[src/rtl/rtc_pkg.sv]
package rtc_pkg;

    typedef enum logic [2:0] {
        REG_COUNT  = 3'd0,
        REG_MATCH  = 3'd1,
        REG_LOAD   = 3'd2,
        REG_CTRL   = 3'd3,
        REG_MASK   = 3'd4,
        REG_RAW    = 3'd5,
        REG_MASKED = 3'd6,
        REG_CLEAR  = 3'd7
    } reg_idx_e;

    typedef enum logic {
        ALM_CLEAR  = 1'b0,
        ALM_RAISED = 1'b1
    } alm_state_e;

    // Identification bytes, one per word, lowest address first.
    function automatic logic [7:0] id_byte(input logic [2:0] idx);
        logic [7:0] b;
        case (idx)
            3'd0:    b = 8'h31;
            3'd1:    b = 8'h10;
            3'd2:    b = 8'h14;
            3'd3:    b = 8'h00;
            3'd4:    b = 8'h0D;
            3'd5:    b = 8'hF0;
            3'd6:    b = 8'h05;
            default: b = 8'hB1;
        endcase
        return b;
    endfunction

endpackage

[src/rtl/rtc_sec_counter.sv]
module rtc_sec_counter #(
    parameter int W = 32
) (
    input  logic         clk,
    input  logic         rst_n,
    input  logic         tick,
    input  logic         load_we,
    input  logic [W-1:0] load_val,
    output logic [W-1:0] count_o
);

    logic [W-1:0] offset_q, offset_d;
    logic [W-1:0] elapsed_q, elapsed_d;

    always_comb begin
        elapsed_d = elapsed_q + (tick ? W'(1) : W'(0));
        offset_d  = load_we ? (load_val - elapsed_d) : offset_q;
    end

    always_ff @(posedge clk or negedge rst_n) begin
        if (!rst_n) begin
            offset_q  <= '0;
            elapsed_q <= '0;
        end else begin
            offset_q  <= offset_d;
            elapsed_q <= elapsed_d;
        end
    end

    assign count_o = offset_q + elapsed_q;

    AST_TICK_STEP: assert property (@(posedge clk) disable iff (!rst_n)
        (tick && !load_we) |=> count_o == $past(count_o) + W'(1));

    AST_LOAD_SET: assert property (@(posedge clk) disable iff (!rst_n)
        load_we |=> count_o == $past(load_val));

endmodule

[src/rtl/rtc_alarm_fsm.sv]
module rtc_alarm_fsm
    import rtc_pkg::*;
#(
    parameter int W = 32
) (
    input  logic         clk,
    input  logic         rst_n,
    input  logic         tick,
    input  logic         load_we,
    input  logic [W-1:0] count,
    input  logic [W-1:0] match_q,
    input  logic         match_we,
    input  logic [W-1:0] match_val,
    input  logic         clear_req,
    output logic         raw_o
);

    alm_state_e state_q, state_d;
    logic       hit_on_write;
    logic       hit_on_tick;
    logic       alarm_event;

    assign hit_on_write = match_we && (match_val == count);
    assign hit_on_tick  = tick && !load_we && ((count + W'(1)) == match_q);
    assign alarm_event  = hit_on_write || hit_on_tick;

    always_ff @(posedge clk or negedge rst_n) begin
        if (!rst_n) begin
            state_q <= ALM_CLEAR;
        end else begin
            state_q <= state_d;
        end
    end

    always_comb begin
        state_d = state_q;
        unique case (state_q)
            ALM_CLEAR: begin
                if (alarm_event) state_d = ALM_RAISED;
            end
            ALM_RAISED: begin
                if (clear_req && !alarm_event) state_d = ALM_CLEAR;
            end
        endcase
    end

    always_comb begin
        raw_o = (state_q == ALM_RAISED);
    end

    AST_EVENT_SETS: assert property (@(posedge clk) disable iff (!rst_n)
        alarm_event |=> raw_o);

    AST_CLEAR_DROPS: assert property (@(posedge clk) disable iff (!rst_n)
        (clear_req && !alarm_event) |=> !raw_o);

    AST_STICKY: assert property (@(posedge clk) disable iff (!rst_n)
        (raw_o && !clear_req) |=> raw_o);

endmodule

[src/rtl/rtc_regfile.sv]
module rtc_regfile
    import rtc_pkg::*;
#(
    parameter int W      = 32,
    parameter int ADDR_W = 12
) (
    input  logic              clk,
    input  logic              rst_n,
    input  logic              bus_sel,
    input  logic              bus_write,
    input  logic [ADDR_W-1:0] bus_addr,
    input  logic [W-1:0]      bus_wdata,
    input  logic [W-1:0]      count,
    input  logic              raw,
    output logic [W-1:0]      match_q,
    output logic              mask_q,
    output logic              load_we,
    output logic [W-1:0]      load_val,
    output logic              match_we,
    output logic [W-1:0]      match_val,
    output logic              clear_req,
    output logic [W-1:0]      bus_rdata
);

    localparam int HI_W = ADDR_W - 5;

    logic [W-1:0] load_q;
    logic         ctrl_q;
    logic         aligned;
    logic         in_ctrl;
    logic         in_id;
    logic         wr_en;
    logic         rd_en;
    reg_idx_e     word;
    logic [2:0]   id_idx;

    assign aligned = (bus_addr[1:0] == 2'b00);
    assign in_ctrl = aligned && (bus_addr[ADDR_W-1:5] == {HI_W{1'b0}});
    assign in_id   = aligned && (bus_addr[ADDR_W-1:5] == {HI_W{1'b1}});
    assign word    = reg_idx_e'(bus_addr[4:2]);
    assign id_idx  = bus_addr[4:2];
    assign wr_en   = bus_sel && bus_write && in_ctrl;
    assign rd_en   = bus_sel && !bus_write;

    assign load_we   = wr_en && (word == REG_LOAD);
    assign load_val  = bus_wdata;
    assign match_we  = wr_en && (word == REG_MATCH);
    assign match_val = bus_wdata;
    assign clear_req = wr_en && (word == REG_CLEAR) && bus_wdata[0];

    always_ff @(posedge clk or negedge rst_n) begin
        if (!rst_n) begin
            match_q <= '0;
            load_q  <= '0;
            ctrl_q  <= 1'b0;
            mask_q  <= 1'b0;
        end else if (wr_en) begin
            unique case (word)
                REG_MATCH: match_q <= bus_wdata;
                REG_LOAD:  load_q  <= bus_wdata;
                REG_CTRL:  ctrl_q  <= bus_wdata[0];
                REG_MASK:  mask_q  <= bus_wdata[0];
                default:   ;
            endcase
        end
    end

    always_comb begin
        bus_rdata = '0;
        if (rd_en && in_ctrl) begin
            unique case (word)
                REG_COUNT:  bus_rdata = count;
                REG_MATCH:  bus_rdata = match_q;
                REG_LOAD:   bus_rdata = load_q;
                REG_CTRL:   bus_rdata = W'(ctrl_q);
                REG_MASK:   bus_rdata = W'(mask_q);
                REG_RAW:    bus_rdata = W'(raw);
                REG_MASKED: bus_rdata = W'(raw & mask_q);
                REG_CLEAR:  bus_rdata = '0;
            endcase
        end else if (rd_en && in_id) begin
            bus_rdata = W'(id_byte(id_idx));
        end
    end

    AST_MATCH_HOLD: assert property (@(posedge clk) disable iff (!rst_n)
        !match_we |=> $stable(match_q));

endmodule

[src/rtl/rtc_match_top.sv]
module rtc_match_top #(
    parameter int DATA_W = 32,
    parameter int ADDR_W = 12
) (
    input  logic              clk,
    input  logic              rst_n,
    input  logic              sec_tick,
    input  logic              bus_sel,
    input  logic              bus_write,
    input  logic [ADDR_W-1:0] bus_addr,
    input  logic [DATA_W-1:0] bus_wdata,
    output logic [DATA_W-1:0] bus_rdata,
    output logic              alarm_irq
);

    logic [DATA_W-1:0] count;
    logic [DATA_W-1:0] match_q;
    logic [DATA_W-1:0] load_val;
    logic [DATA_W-1:0] match_val;
    logic              mask_q;
    logic              load_we;
    logic              match_we;
    logic              clear_req;
    logic              raw;

    rtc_sec_counter #(.W(DATA_W)) u_counter (
        .clk      (clk),
        .rst_n    (rst_n),
        .tick     (sec_tick),
        .load_we  (load_we),
        .load_val (load_val),
        .count_o  (count)
    );

    rtc_alarm_fsm #(.W(DATA_W)) u_alarm (
        .clk       (clk),
        .rst_n     (rst_n),
        .tick      (sec_tick),
        .load_we   (load_we),
        .count     (count),
        .match_q   (match_q),
        .match_we  (match_we),
        .match_val (match_val),
        .clear_req (clear_req),
        .raw_o     (raw)
    );

    rtc_regfile #(.W(DATA_W), .ADDR_W(ADDR_W)) u_regs (
        .clk       (clk),
        .rst_n     (rst_n),
        .bus_sel   (bus_sel),
        .bus_write (bus_write),
        .bus_addr  (bus_addr),
        .bus_wdata (bus_wdata),
        .count     (count),
        .raw       (raw),
        .match_q   (match_q),
        .mask_q    (mask_q),
        .load_we   (load_we),
        .load_val  (load_val),
        .match_we  (match_we),
        .match_val (match_val),
        .clear_req (clear_req),
        .bus_rdata (bus_rdata)
    );

    assign alarm_irq = raw & mask_q;

    AST_IRQ_GATED: assert property (@(posedge clk) disable iff (!rst_n)
        !mask_q |-> !alarm_irq);

endmodule

[config.mk]
export PLATFORM = sky130hd
export DESIGN_NAME = rtc_match_top
export DESIGN_NICKNAME = d
export VERILOG_FILES = /design/src/rtl/rtc_pkg.sv /design/src/rtl/rtc_sec_counter.sv /design/src/rtl/rtc_alarm_fsm.sv /design/src/rtl/rtc_regfile.sv /design/src/rtl/rtc_match_top.sv
export SDC_FILE = /design/constraint.sdc
export NUM_CORES = 1
export LEC_CHECK = 0
export ABC_CLOCK_PERIOD_IN_PS = 7300
export CAP_MARGIN = 10
export CORE_ASPECT_RATIO = 1.5
export CORE_UTILIZATION = 39
export DETAILED_ROUTE_END_ITERATION = 10
export GPL_ROUTABILITY_DRIVEN = 0
export MAX_ROUTING_LAYER = met4
export RECOVER_POWER = 25
export REMOVE_ABC_BUFFERS = 1
export SLEW_MARGIN = 0
export SYNTH_ARGS = -nofsm -noshare
export SYNTH_HDL_FRONTEND = slang
export SYNTH_SLANG_ARGS = --single-unit
[constraint.sdc]
create_clock -name clk -period 7.3 [get_ports clk]
set_input_delay 0.73 -clock clk [delete_from_list [all_inputs] [get_ports clk]]
set_output_delay 0.73 -clock clk [all_outputs]
set_load 0.005 [all_outputs]
# [Yosys cells after proc, flatten, opt, wreduce, memory -nomap -nowiden]
# Index checks and enable logic that the tools add are counted.
[classes] addsub=4 eq_ne=10 mux=8 bitwise_logic=3 n_reduce_logical=26
[ops] cell="32-bit one-hot mux with 8 select lines" count=1
[ops] cell="32-bit adder" count=2
[ops] cell="32-bit equality test" count=2
[ops] cell="8-bit one-hot mux with 7 select lines" count=1
[ops] cell="32-bit by 1-bit adder with 32-bit output (second input constant)" count=1
[ops] cell="32-bit 2-to-1 mux" count=1
[ops] cell="32-bit subtractor" count=1
[ops] cell="1-bit logical AND" count=15
[ops] cell="3-bit equality test (second input constant)" count=4
[ops] cell="8-bit 2-to-1 mux" count=1
[ops] cell="2-bit AND reduction" count=4
[ops] cell="7-bit equality test (second input constant)" count=1
[ops] cell="7-bit logical NOT" count=1
[ops] cell="3-bit by 2-bit equality test with 1-bit output (second input constant)" count=2
[ops] cell="3-bit by 1-bit equality test with 1-bit output (second input constant)" count=1
[ops] cell="1-bit logical NOT" count=3
[ops] cell="3-bit logical NOT" count=1
[ops] cell="1-bit 2-to-1 mux" count=3
[ops] cell="1-bit AND" count=2
[ops] cell="2-bit logical NOT" count=1
[ops] cell="1-bit one-hot mux with 2 select lines" count=1
[ops] cell="1-bit logical OR" count=1
[ops] cell="1-bit inverter" count=1
[word_totals] ff_bits=131 inputBits=49 out_inout_bits=33 word_cells=58

# [Longest topological paths before layout]
# Gate-level depths: netlist of run 1.
[logic_depth] depth_word=12 mapped_depth=20 ltp_nobuf=20

# [Modules after synthesis]
# From an unflattened synthesis of run 1, not the netlist that was laid out.
[unflattened] hier_cells=1296 area_unflattened_um2=11750.0
[modules_own_cells] module="rtc_sec_counter" n_inst=1 cells_per_inst=672 area_each_um2=5893.2 seq_area_each_um2=1601.5
[modules_own_cells] module="rtc_regfile" n_inst=1 cells_per_inst=389 area_each_um2=4135.2 seq_area_each_um2=1651.6
[modules_own_cells] module="rtc_alarm_fsm" n_inst=1 cells_per_inst=234 area_each_um2=1715.4 seq_area_each_um2=25.0
[modules_own_cells] module="rtc_match_top" n_inst=1 cells_per_inst=1 area_each_um2=6.3 seq_area_each_um2=0.0

# [Least setup slack after synthesis of run 1]
# OpenSTA, ideal clock, no wires.
[synth_timing] kind="input to register" from="input port sec_tick" to="register u_counter.offset_q[31]" setup_time_ps=137 arrival_ps=4391 required_time_ps=7163 path_slack_ps=2772 cell_stages=20 n_path_buf=0 path_cell_list="ha_1 > ha_1 > nand3_1 > nor2_1 > and3_1 > nand3_1 > xnor2_1 > inv_1 > ha_1 > a21o_1 > a21o_1 > a21o_1 > a2bb2oi_1 > a21bo_2 > a221oi_1 > a21boi_0 > a211o_1 > a221oi_1 > xor2_1 > a21oi_1"
[synth_via] elab_chain_cells=3
[synth_lines] item="start, declared" line="rtc_match_top.sv:7" source="input logic sec_tick,"
[synth_lines] item="1-bit 2-to-1 mux" line="rtc_sec_counter.sv:16" source="elapsed_d = elapsed_q + (tick ? W'(1) : W'(0));"
[synth_lines] item="32-bit adder" line="rtc_sec_counter.sv:16"
[synth_lines] item="net u_counter.elapsed_d[14]" line="rtc_sec_counter.sv:13" source="logic [W-1:0] elapsed_q, elapsed_d;"
[synth_lines] item="32-bit subtractor" line="rtc_sec_counter.sv:17" source="offset_d = load_we ? (load_val - elapsed_d) : offset_q;"
[synth_lines] item="end signal, assigned" line="rtc_sec_counter.sv:25" source="offset_q <= offset_d;"
[synth_lines] item="end, declared" line="rtc_sec_counter.sv:12" source="logic [W-1:0] offset_q, offset_d;"
# The timed path passes the listed nets, and every way through them passes these cells.
# A chain may end at the register's enable or synchronous reset.

# [Worst setup path after layout of run 1]
# Ends and elaborated chain as after synthesis.

==> summary.md, run 1 <==
| Metric | Value |
|---|---|
| Outcome | `finished, violations left` |
| Failing checks | `max-capacitance violations, max-slew violations` |
| Routed vias/inst | `5.63` |
| Clock Skews | `0.00607 ns` |
| Max Cap Violations | `2` |
| Worst Path Buf+Inv | `2` |
| Detailed placement HPWL | `27000 um` |
| Fmax | `179 MHz` |
| Die ar. | `30400 um2` |
| Synth Area per Inst | `8.35 um2` |
| Filler cells | `2968` |
| Slew of the pin with the lowest slew margin | `3.78 ns` |
| Initial antenna violation count | `0` |
| Maximum vdd drop | `0.127 mV` |
| CTS buffer count | `17` |
| CTS max path bufs | `2` |
| Setup bufs post-CTS | `0` |
| Core box area | `28900 um2` |
| Synth async-reset ratio | `100%` |
| IO Count | `82` |
| Clock transition at the registers of the reported paths | `0.06 ns` |
| Synth Flop Type | `dfrtp_1` |
| Sequential area share after synthesis | `28.3%` |
| Layout cells sized above 1 | `9.88%` |
| Yosys reg bits | `131` |
| PD cells | `172 nW/um2` |
| Vias in the first global route | `10370` |
| Critical path fanouts, max | `5` |
| Routed Antenna Nets | `0` |
| CTS tree | `done` |
| Area grow syn2layout | `14.7%` |
| Global-route wire length before repair | `56600 um` |
| Number of synthesized flops with an enable pin | `0` |
| # diodes | `0` |
| Final Max Slew Viols | `134` |
| Number of DRC markers in iteration 0 | `583` |
| Largest net degree at the start of global routing | `68` |
| GRT overflow | `0` |
| Largest area contributor in the netlist | `dfrtp_1` |
| Drt pass-1 iters | `5` |
| Max stage delay on crit path | `0.63 ns` |
| Cell count after synthesis | `1385` |
| CTS sink cnt | `131` |
| Period minus WS final | `5.60 ns` |
| CP Launch Type | `input port` |
| Pleak | `5.86 nW` |
| Critical path capture point type | `flop` |
| Starting density of the core | `40.0%` |
| Post-Syn Area | `11600 um2` |
| Per-cell routed wire length | `19.4 um` |
| Die Y | `213 um` |
| GRT Total Usage | `25.3%` |
| Clock Latency Late Sink | `0.44 ns` |
| Critical path cell sequence | `dlygate4sd3_1 > ha_1 > ha_1 > nand3_1 > nor2_1 > and3_1 > nand3_1 > xnor2_1 > inv_1 > ha_1 > a21o_1 > a21o_1 > a21o_1 > a2bb2oi_1 > a21bo_2 > a221oi_1 > a21boi_0 > a211o_1 > a221oi_1 > xor2_1 > a21oi_1` |
| Port Buffers | `81` |
| Via count | `10343` |
| Final net count | `1551` |
| CTS root buf | `clkbuf_16` |
| WS Path Type | `in2reg` |
| Chip width | `143 um` |
| Final hold violation count | `0` |
| Detailed-route DRC error count | `0` |
| PostCTS Resize Cnt | `0` |
| Unrepaired setup endpoints after global routing | `no` |
| Top cells by area, synth | `dfrtp_1 (28%), ha_1 (7.0%), xnor2_1 (6.9%)` |
| Slowest CP cell | `dlygate4sd3_1` |
| Num rows | `76` |
| Post-cts hold buffer count | `0` |
| Cell variety after synth | `100` |
| Final setup vio count | `0` |
| Synth Warn # | `0` |
| Fin crit share | `76.6%` |
| Family with the most delay on the worst path | `compound AO/OA/AOI/OAI gates` |
| Total Wirelength | `35700 um` |
| H-tree depth | `4` |
| WP data required | `7.59 ns` |
| Worst hold path type | `reg2reg` |
| List of most frequent post-synthesis cells | `nand2_1 (189), dfrtp_1 (131), a21oi_1 (94)` |
| Critical Path AT | `5.89 ns` |
| Non-filler instance count after layout | `1838` |
| Most frequent cell after synthesis | `nand2_1` |
| Total negative slack | `0 ns` |
| Worst slew margin | `-152%` |
| Fraction of synthesized cell area taken by the top area cell type | `28.3%` |
| Post-Place Cells | `1806` |
[cells in the final DEF (no fill, tap or decap), types with 13 or more instances in the layout]
cell type,netlist,routed
nand4_1,29,29
mux2_2,34,34
a21o_1,26,26
a211oi_1,14,14
nand3_1,41,40
nor2_1,73,73
nor2b_1,33,32
nor3_1,33,31
or3_1,13,13
clkbuf_16,0,17
clkdlybuf4s50_1,0,77
dfrtp_1,131,131
xnor2_1,91,91
a21oi_1,94,94
inv_1,75,75
ha_1,65,65
nor4_1,17,17
nand2b_1,14,13
xor2_1,48,48
nand2_1,189,189
and3_1,30,30
o21ai_0,80,80
[power breakdown]
group	switching (mW)	total [mW]	leakage, nW	internal (mW)
Combinational	0.345	0.581	3.77	0.236
Clock	0.352	0.929	0.294	0.577
Sequential	0.0286	0.776	1.80	0.747
Total	0.726	2.29	5.86	1.56
[state kept, by name, indices dropped and copies added, names as in the netlist]
name and cells:
u_counter.offset_q 32, u_counter.elapsed_q 32, u_alarm.raw_o 1, u_regs.ctrl_q 1, u_regs.mask_q 1, u_regs.match_q 32
u_regs.load_q 32
[layout make-up]
class / instances / area (um2) / area share (%)
tap: 390 / 488 / 3.68
clock buffer: 18 / 439 / 3.31
timing repair buffer: 88 / 845 / 6.37
multi-input combinational: 1122 / 7750 / 58.4
clock inverter: 14 / 186 / 1.41
inverter: 75 / 282 / 2.12
sequential: 131 / 3280 / 24.7
[metal layers]
metal,vias up,part of all wire (%),wire [um],GRT usage [%]
met3,86,3.0,1080,2.85
met4,0,4.9,1740,13.2
met5,-,0,0,-
met1,4965,39,14000,26.7
li1,5035,-,-,-
met2,257,53,18900,46.0
[path summary, 6_finish.rpt]
kind	start	cells past startpoint	slack (ns)	end
setup / recovery	sec_tick	21	1.70	u_counter.offset_q[31]
max in group asynchronous	rst_n	2	2.44	u_regs.load_q[15]
hold reg to reg	u_regs.load_q[16]	2	0.46	u_regs.load_q[16]
hold / removal	u_regs.load_q[16]	2	0.46	u_regs.load_q[16]
min in group asynchronous	rst_n	1	1.58	u_regs.load_q[31]
setup reg to reg	u_counter.elapsed_q[0]	20	2.31	u_counter.offset_q[31]
[through the flow]
step / setup slack, ns / util, % / power, mW / hold slack [ns] / area [um2]
detailed placement: 1.30 / 43.8 / 1.37 / 0.448 / 12700
CTS: 1.77 / 45.9 / 2.31 / 0.305 / 13300
floorplan: 2.69 / - / 1.18 / 0.431 / 11300
finish: 1.70 / 45.9 / 2.29 / 0.457 / 13300
global placement: 1.44 / 43.8 / 1.37 / 0.443 / 12700
global route: 1.23 / 45.9 / 2.40 / 0.492 / 13300
[cells by family (layout without fill, tap and decap cells)]
family                     count (synthesis)  after routing  share of synthesized area, %
AOI/OAI and AO/OA                        334            334                          19.7
xor gates and xnor gates                 145            145                          11.6
adders and majority gates                 67             67                          7.38
buffers and inverters                    132            195                          4.87
DFF                                      131            131                          28.3
muxes                                     38             38                          3.66
and+or+nand+nor                          538            538                          24.4
[tightest hold or removal path, cell delays in order, from the launching register on]
cell,delay (ns)
dfrtp_1,0.33
nand2_1,0.05
nand2_1,0.05
(Power assumes the default switching activity.)
==> run 2, diff against run 1 <==
--- a/config.mk
+++ b/config.mk
@@ -5,7 +5,7 @@
 export SDC_FILE = /design/constraint.sdc
 export NUM_CORES = 1
 export LEC_CHECK = 0
-export ABC_CLOCK_PERIOD_IN_PS = 7300
+export ABC_CLOCK_PERIOD_IN_PS = 4500
 export CAP_MARGIN = 10
 export CORE_ASPECT_RATIO = 1.5
 export CORE_UTILIZATION = 39
==> constraint.sdc (replaced) <==
create_clock -name clk -period 4.5 [get_ports clk]
set_input_delay 0.45 -clock clk [delete_from_list [all_inputs] [get_ports clk]]
set_output_delay 0.45 -clock clk [all_outputs]
set_load 0.005 [all_outputs]
==> summary.md, run 2 (synthesis results as in run 1) <==
| Metric | Value |
|---|---|
| Commonest non-fill, non-tap cell in the layout | `nand2_1` |
| Largest net degree at the start of global routing | `66` |
| Core box area | `28900 um2` |
| Maximum vdd drop | `0.228 mV` |
| Critical path depth in cells | `13` |
| CP Launch Type | `flop` |
| Met1 Use GR | `27.4%` |
| Via count | `11019` |
| Max stage delay on crit path | `0.54 ns` |
| Worst Path Buf+Inv | `4` |
| Post-DP Area | `13600 um2` |
| Num rows | `76` |
| # diodes | `0` |
| Final hold violation count | `0` |
| Worst Setup Slack, final | `0.0889 ns` |
| Number of DRC markers in iteration 0 | `574` |
| Family with the most delay on the worst path | `compound AO/OA/AOI/OAI gates` |
| Detailed-route DRC error count | `0` |
| Post-Place Setup Slack | `-0.762 ns` |
| WS Path Type | `reg2out` |
| Worst hold path stage count | `3` |
| Critical path capture point type | `primary output` |
| CTS sink cnt | `131` |
| Slowest CP cell | `clkdlybuf4s50_1` |
| Final setup vio count | `0` |
| Slew of the pin with the lowest slew margin | `3.48 ns` |
| Worst hold path type | `in2reg` |
| Critical Path AT | `3.96 ns` |
| CTS max path bufs | `2` |
| Clock transition at the registers of the reported paths | `0.06 ns` |
| Crit-path most repeated cell | `buf_4` |
| WP data required | `4.05 ns` |
| Port Buffers | `81` |
| Per-cell routed wire length | `18.8 um` |
| M2 GR Usage | `46.8%` |
| Most frequent cells in the layout | `nand2_1 (188), buf_4 (138), dfrtp_1 (131)` |
| Hold_sp | `bus_addr[2]` |
| Global-route wire length before repair | `58200 um` |
| Fmax | `227 MHz` |
| CTS tree | `done` |
| GRT overflow | `0` |
| Die ar. | `30400 um2` |
| Detailed placement HPWL | `27700 um` |
| Period minus WS final | `4.41 ns` |
| Vias in the first global route | `11065` |
| Final Max Slew Viols | `55` |
| PD cells | `260 nW/um2` |
| Total Wirelength | `37000 um` |
| Post-Route Utilization | `50.1%` |
| Routed vias/inst | `5.59` |
| Failing checks | `max-capacitance violations, max-slew violations` |
| Area grow syn2layout | `25.1%` |
| GR Layer Usage met3 | `2.51%` |
| Chip width | `143 um` |
| Worst setup path start | `u_counter.elapsed_q[0]` |
| Routed Antenna Nets | `0` |
| Critical path cell sequence | `buf_4 > ha_4 > fa_2 > a211oi_4 > o21ai_2 > a31oi_1 > buf_4 > o31ai_4 > or2_1 > buf_4 > o211a_1 > a21oi_1 > clkdlybuf4s50_1` |
| Drt pass-1 iters | `5` |
| H-tree depth | `4` |
| GR peak layer | `met2` |
| Total negative slack | `0 ns` |
| Final net count | `1685` |
| IO Count | `82` |
| Die Y | `213 um` |
| Reg2Reg Depth | `17` |
| Reg-to-Reg Start | `u_counter.elapsed_q[0]` |
| Worst slew margin | `-132%` |
| Pleak | `6.55 nW` |
| Post-route cell area | `14500 um2` |
| Starting density of the core | `40.0%` |
| CTS buffer count | `17` |
| Fin crit share | `98.0%` |
| Critical path fanouts, max | `6` |
| Layout cells sized above 1 | `19.5%` |
| Design Power | `3.76 mW` |
| Outcome | `finished, violations left` |
| Initial antenna violation count | `0` |
| GRT Total Usage | `26.0%` |
| Clock Skews | `0.0130 ns` |
| Clock Latency Late Sink | `0.46 ns` |
| CTS root buf | `clkbuf_16` |
| Max Cap Violations | `1` |
## run 2: layer usage
| layer | share of wire, % | wire length, um |
|---|---|---|
| met1 | 39 | 14400 |
| met4 | 4.7 | 1760 |
| met2 | 53 | 19800 |
| met5 | 0 | 0 |
| met3 | 2.9 | 1070 |
## run 2: stage by stage
step | hold slack (ns) | cells
2_1_floorplan | 0.154 | 1328
3_3_place_gp | 0.442 | 1931
3_5_place_dp | 0.449 | 1931
4_1_cts | 0.416 | 1964
5_1_grt | 0.448 | 1970
6_report | 0.424 | 1970
## run 2: cell type report
class                      instances  area (um2)
clock inverter                     6        57.6
multi-input combinational       1122        8040
tap                              390         488
fill                            2834       14400
clock buffer                      24         462
inverter                          75         282
sequential                       131        3280
timing repair buffer             222        1870
## run 2: worst register-to-register path, stage by stage, from the launching register on
cell,delay (ns)
dfrtp_1,0.41
buf_4,0.16
ha_4,0.17
fa_2,0.38
a211o_1,0.35
a21boi_4,0.25
buf_4,0.15
nor4_1,0.04
nor3_1,0.47
nand3b_1,0.37
nor3_2,0.10
xnor2_1,0.14
nor4_1,0.35
nand4_1,0.17
nor4_2,0.20
buf_4,0.16
o2111ai_1,0.14
o31ai_2,0.25
## run 2: timing repair
item,in CTS,in global routing
pin swaps,9,24
hold buffers,1,0
resized for setup,17,40
hold endpoints to repair,16,0
endpoints found under the setup margin,12,12
buffers inserted,2,7
## run 2: worst paths after layout
check | end | slack (ns)
worst max-delay path | bus_rdata[26] | 0.09
worst min-delay path | u_regs.ctrl_q | 0.42
worst max register to register | u_alarm.raw_o | 0.15
worst min register to register | u_regs.load_q[27] | 0.46
max in group asynchronous | u_regs.match_q[10] | 0.76
min in group asynchronous | u_regs.load_q[31] | 1.72
## run 2: report_power, final
part,switching (mW),total [mW],internal [mW]
sequential,0.0539,1.27,1.21
combinational,0.633,1.19,0.555
clock,0.547,1.31,0.762
